<file path="config.mk">
export PLATFORM = sky130hd
export DESIGN_NAME = tbp_poll_ctrl
export DESIGN_NICKNAME = d
export VERILOG_FILES = /design/src/rtl/tbp_pkg.sv /design/src/rtl/tbp_bus_port.sv /design/src/rtl/tbp_sample_cmp.sv /design/src/rtl/tbp_fsm.sv /design/src/rtl/tbp_poll_ctrl.sv
export SDC_FILE = /design/constraint.sdc
export NUM_CORES = 1
export LEC_CHECK = 0
export BUFFER_PORTS_ARGS = -buffer_cell sky130_fd_sc_hd__buf_2
export CORE_MARGIN = 3
export CORE_UTILIZATION = 40
export DETAILED_ROUTE_END_ITERATION = 10
export PLACE_DENSITY = 0.76
export SYNTH_ARGS = -nofsm -noshare
export SYNTH_HDL_FRONTEND = slang
export SYNTH_SLANG_ARGS = --single-unit
</file>
<file path="constraint.sdc">
create_clock -name clk -period 2.7 [get_ports clk]
set_input_delay 0.405 -clock clk [delete_from_list [all_inputs] [get_ports clk]]
set_output_delay 0.405 -clock clk [all_outputs]
set_load 0.005 [all_outputs]
</file>
<file path="src/rtl/tbp_pkg.sv">
package tbp_pkg;
  typedef enum logic [2:0] {
    ST_IDLE,
    ST_RD_A,
    ST_RD_B,
    ST_EVAL,
    ST_WR
  } poll_state_e;
endpackage

</file>
<file path="src/rtl/tbp_bus_port.sv">
module tbp_bus_port #(
  parameter int          ADDR_W      = 16,
  parameter logic [15:0] STATUS_ADDR = 16'h0000,
  parameter logic [15:0] RESET_ADDR  = 16'h0000,
  parameter logic [7:0]  RESET_CMD   = 8'hF0
) (
  input  logic              clk,
  input  logic              rst_n,
  input  logic              launch,
  input  logic              launch_wr,
  output logic              xfer_done,
  output logic              req_valid,
  input  logic              req_ready,
  output logic              req_write,
  output logic [ADDR_W-1:0] req_addr,
  output logic [7:0]        req_wdata,
  input  logic              rsp_valid,
  output logic              rsp_ready
);
  logic vld_q, wr_q, owe_q;

  always_ff @(posedge clk) begin
    if (!rst_n) begin
      vld_q <= 1'b0;
      wr_q  <= 1'b0;
      owe_q <= 1'b0;
    end else begin
      if (launch) begin
        vld_q <= 1'b1;
        wr_q  <= launch_wr;
      end else if (vld_q && req_ready) begin
        vld_q <= 1'b0;
        owe_q <= 1'b1;
      end
      if (owe_q && rsp_valid) owe_q <= 1'b0;
    end
  end

  assign req_valid = vld_q;
  assign req_write = wr_q;
  assign req_addr  = wr_q ? RESET_ADDR[ADDR_W-1:0] : STATUS_ADDR[ADDR_W-1:0];
  assign req_wdata = wr_q ? RESET_CMD : 8'h00;
  assign rsp_ready = owe_q;
  assign xfer_done = owe_q && rsp_valid;
endmodule

</file>
<file path="src/rtl/tbp_sample_cmp.sv">
module tbp_sample_cmp #(
  parameter int POS_A   = 6,
  parameter int POS_B   = 2,
  parameter int POS_TMO = 5
) (
  input  logic       clk,
  input  logic       rst_n,
  input  logic       bit_sel,
  input  logic       cap_first,
  input  logic       cap_second,
  input  logic [7:0] data,
  output logic       toggled,
  output logic       timeout
);
  logic pick, first_q, second_q, tmo_q;

  assign pick = bit_sel ? data[POS_B] : data[POS_A];

  always_ff @(posedge clk) begin
    if (!rst_n) begin
      first_q  <= 1'b0;
      second_q <= 1'b0;
      tmo_q    <= 1'b0;
    end else begin
      if (cap_first) first_q <= pick;
      if (cap_second) begin
        second_q <= pick;
        tmo_q    <= data[POS_TMO];
      end
    end
  end

  assign toggled = first_q ^ second_q;
  assign timeout = tmo_q;
endmodule

</file>
<file path="src/rtl/tbp_fsm.sv">
module tbp_fsm
  import tbp_pkg::*;
(
  input  logic clk,
  input  logic rst_n,
  input  logic start,
  input  logic yield_req,
  input  logic xfer_done,
  input  logic toggled,
  input  logic timeout,
  output logic launch,
  output logic launch_wr,
  output logic cap_first,
  output logic cap_second,
  output logic busy,
  output logic done_ok,
  output logic done_fail,
  output logic yielded
);
  poll_state_e st_q, st_d;
  logic recheck_q, recheck_d;
  logic ok_d, fail_d, yld_d;

  always_comb begin
    st_d       = st_q;
    recheck_d  = recheck_q;
    launch     = 1'b0;
    launch_wr  = 1'b0;
    cap_first  = 1'b0;
    cap_second = 1'b0;
    ok_d       = 1'b0;
    fail_d     = 1'b0;
    yld_d      = yielded;
    unique case (st_q)
      ST_IDLE: if (start) begin
        launch    = 1'b1;
        recheck_d = 1'b0;
        yld_d     = 1'b0;
        st_d      = ST_RD_A;
      end
      ST_RD_A: if (xfer_done) begin
        cap_first = 1'b1;
        launch    = 1'b1;
        st_d      = ST_RD_B;
      end
      ST_RD_B: if (xfer_done) begin
        cap_second = 1'b1;
        st_d       = ST_EVAL;
      end
      ST_EVAL: begin
        if (!toggled) begin
          ok_d = 1'b1;
          st_d = ST_IDLE;
        end else if (recheck_q) begin
          launch    = 1'b1;
          launch_wr = 1'b1;
          st_d      = ST_WR;
        end else if (timeout) begin
          recheck_d = 1'b1;
          launch    = 1'b1;
          st_d      = ST_RD_A;
        end else if (yield_req) begin
          yld_d = 1'b1;
          st_d  = ST_IDLE;
        end else begin
          launch = 1'b1;
          st_d   = ST_RD_A;
        end
      end
      ST_WR: if (xfer_done) begin
        fail_d = 1'b1;
        st_d   = ST_IDLE;
      end
      default: st_d = ST_IDLE;
    endcase
  end

  always_ff @(posedge clk) begin
    if (!rst_n) begin
      st_q      <= ST_IDLE;
      recheck_q <= 1'b0;
      done_ok   <= 1'b0;
      done_fail <= 1'b0;
      yielded   <= 1'b0;
    end else begin
      st_q      <= st_d;
      recheck_q <= recheck_d;
      done_ok   <= ok_d;
      done_fail <= fail_d;
      yielded   <= yld_d;
    end
  end

  assign busy = (st_q != ST_IDLE);
endmodule

</file>
<file path="src/rtl/tbp_poll_ctrl.sv">
module tbp_poll_ctrl #(
  parameter int          ADDR_W      = 16,
  parameter logic [15:0] STATUS_ADDR = 16'h0000,
  parameter logic [15:0] RESET_ADDR  = 16'h0000,
  parameter logic [7:0]  RESET_CMD   = 8'hF0,
  parameter int          POS_A       = 6,
  parameter int          POS_B       = 2,
  parameter int          POS_TMO     = 5
) (
  input  logic              clk,
  input  logic              rst_n,
  input  logic              start,
  input  logic              yield_req,
  input  logic              bit_sel,
  output logic              req_valid,
  input  logic              req_ready,
  output logic              req_write,
  output logic [ADDR_W-1:0] req_addr,
  output logic [7:0]        req_wdata,
  input  logic              rsp_valid,
  output logic              rsp_ready,
  input  logic [7:0]        rsp_data,
  output logic              busy,
  output logic              done_ok,
  output logic              done_fail,
  output logic              yielded
);
  logic launch, launch_wr, xfer_done, cap_first, cap_second, toggled, timeout;

  tbp_bus_port #(
    .ADDR_W(ADDR_W), .STATUS_ADDR(STATUS_ADDR),
    .RESET_ADDR(RESET_ADDR), .RESET_CMD(RESET_CMD)
  ) u_port (
    .clk(clk), .rst_n(rst_n), .launch(launch), .launch_wr(launch_wr),
    .xfer_done(xfer_done), .req_valid(req_valid), .req_ready(req_ready),
    .req_write(req_write), .req_addr(req_addr), .req_wdata(req_wdata),
    .rsp_valid(rsp_valid), .rsp_ready(rsp_ready)
  );

  tbp_sample_cmp #(.POS_A(POS_A), .POS_B(POS_B), .POS_TMO(POS_TMO)) u_cmp (
    .clk(clk), .rst_n(rst_n), .bit_sel(bit_sel),
    .cap_first(cap_first), .cap_second(cap_second),
    .data(rsp_data), .toggled(toggled), .timeout(timeout)
  );

  tbp_fsm u_fsm (
    .clk(clk), .rst_n(rst_n), .start(start), .yield_req(yield_req),
    .xfer_done(xfer_done), .toggled(toggled), .timeout(timeout),
    .launch(launch), .launch_wr(launch_wr), .cap_first(cap_first),
    .cap_second(cap_second), .busy(busy), .done_ok(done_ok),
    .done_fail(done_fail), .yielded(yielded)
  );
endmodule

</file>
==> impl_metrics.tcl <==
set metrics [dict create \
    postRouteAntennaNets 0 \
    crit_required_ps 2300 \
    fin_tns_setup_ps 0 \
    clk_pin_slew_worst_paths_ps 80 \
    fp.dieArea_um2 2660 \
    cp_max_fo 9 \
    cellLeakagePower_nw 0.407 \
    grt_pass1_wl_um 2160 \
    gp_congestion 0.777 \
    grt_pass1_vias 501 \
    placementRows 15 \
    design_area_um2 855 \
    drc_errors 0 \
    cap_violations 0 \
    slowest_stage "or3_1" \
    finalHoldViolations 0 \
    ys_types 37 \
    final_max_slew_viol_count 0 \
    worstSetupPathType "reg -> out" \
    h-tree-depth 1 \
    dp.final_hpwl_um 1110 \
    end_kind "output port" \
    clockRootBuffer "clkbuf_4" \
    synth_cells 95 \
    syn_area_per_cell_um2 8.75 \
    grt_max_degree 15 \
    wire_per_inst_um 10.5 \
    vias 635 \
    dr.pass1.iters 5 \
    wl_um 1420 \
    cts_hold_buf 0 \
    start_util_pct 45.2 \
    cts_tree "done" \
    die_y_um 51.6 \
    clk_latency_ps 270 \
    portBuffers 20 \
    cts_setup_buffers 0 \
    dr.first_iter.drc_count 12 \
    status "completed" \
    powerDensity_nw_per_um2 427 \
    setup_viol 0 \
    antenna_cells 0 \
    track_usage_pct 11.0 \
    ys_ff_latch 13 \
    numCtsBuffers 3 \
    floorplan.die.width_um 51.6 \
    ys.flop_type "dfxtp_1" \
    synth-edff-count 0 \
    cp_slowest_stage_delay_ps 420 \
    crit_chain "or3_1 -> buf_2" \
    finClkSkew_ps 1.18 \
    yosysWarnings 0 \
    area_growth_pct 2.86 \
    period_share_pct 60.5 \
    ctsLongestPathBuffers 2 \
    placed_area_um2 828 \
    startpoint_type "register" \
    ir_drop_v 0.000267 \
    overflow 0 \
    rsz0062_at_grt "no" \
    ys_async_sr_fraction_pct 0 \
    vias_per_cell 4.70 \
    hold_path_class "in -> reg" \
    syn-cell-area_um2 831 \
    max_clock_freq_mhz 612 \
    power_uw 365 \
    yosysSeqAreaShare_pct 31.3 \
    clock-sinks 13 \
    io_pins 46 \
    coreArea_um2 1840 \
    fin_nets 126 \
    cts_resized 0 \
    drive_above_1_share_pct 26.4 \
    worst-endpoint-arrival_ps 1230 \
    period_needed_ps 1630 \
    antenna_found_initial 0 \
    layout_common_cells "conb_1 (20), buf_2 (20), dfxtp_1 (13)" \
]
==> Yosys cell counts, types with 3 or more instances <==
| library cell | count | area, um^2 |
|---|---|---|
| nand3_1 | 3 | 15.0 |
| dfxtp_1 | 13 | 260 |
| nor2b_1 | 5 | 31.3 |
| a21oi_1 | 3 | 15.0 |
| mux2i_1 | 3 | 30.0 |
| buf_4 | 24 | 180 |
| nand2_1 | 3 | 11.3 |
| nor2_1 | 4 | 15.0 |
| nand2b_1 | 3 | 18.8 |
==> stage by stage <==
step	worst slack (ps)	cells	utilization (%)	hold slack, ps
CTS	1060	135	46.5	383
floorplan	1370	114	-	468
global route	999	135	46.5	406
global placement	1220	131	45.0	463
detailed placement	1220	131	45.0	480
finish	1070	135	46.5	384
==> cell families after synthesis <==
group | synth area share [%]
AOI/OAI and AO/OA | 12.7
xor gates and xnor gates | 2.11
buffers and inverters | 25.1
DFF | 31.3
muxes | 6.78
other | 0.451
and+or+nand+nor | 21.5
==> critical path, delay by kind of cell, from the launching register on <==
family	cells	cell delay (ps)
buf+inv	1	140
flops	1	400
simple gates	1	420
==> area by class of cell <==
type                            count  area [um^2]
Fill cell                         190          985
Multi-Input combinational cell     72          433
Sequential cell                    13          260
Timing Repair Buffer               20          100
Tap cell                           25         31.3
Clock buffer                        4         26.3
Inverter                            1         3.75
==> routing by layer <==
layer | global-route usage [%] | vias to the layer above | routed length, um
met1 | 12.9 | 283 | 573
met2 | 17.6 | 35 | 674
li1 | - | 313 | -
met5 | 0 | - | 0
met4 | 3.93 | 0 | 14
met3 | 5.16 | 4 | 157
==> final timing paths <==
check | start | end | slack [ps] | cells past startpoint
worst max-delay path | u_fsm.st_q[0] | busy | 1070 | 2
worst min register to register | u_port.req_valid | u_port.rsp_ready | 490 | 2
worst max register to register | u_fsm.st_q[0] | u_port.req_valid | 1340 | 3
worst min-delay path | rsp_data[5] | u_cmp.timeout | 380 | 3
==> where the power goes <==
part / internal, mW / switching [mW]
Clock: 0.0573 / 0.0619
Combinational: 0.0204 / 0.0247
Sequential: 0.196 / 0.00482
==> sequential cells by signal, indices dropped and copies added, names as in the netlist <==
signal,count
u_cmp.first_q,1
u_cmp.second_q,1
u_cmp.timeout,1
u_fsm.done_fail,1
u_fsm.done_ok,1
u_fsm.recheck_q,1
u_fsm.st_q,3
u_fsm.yielded,1
u_port.req_valid,1
u_port.req_write,1
u_port.rsp_ready,1
(Power assumes the default switching activity.)
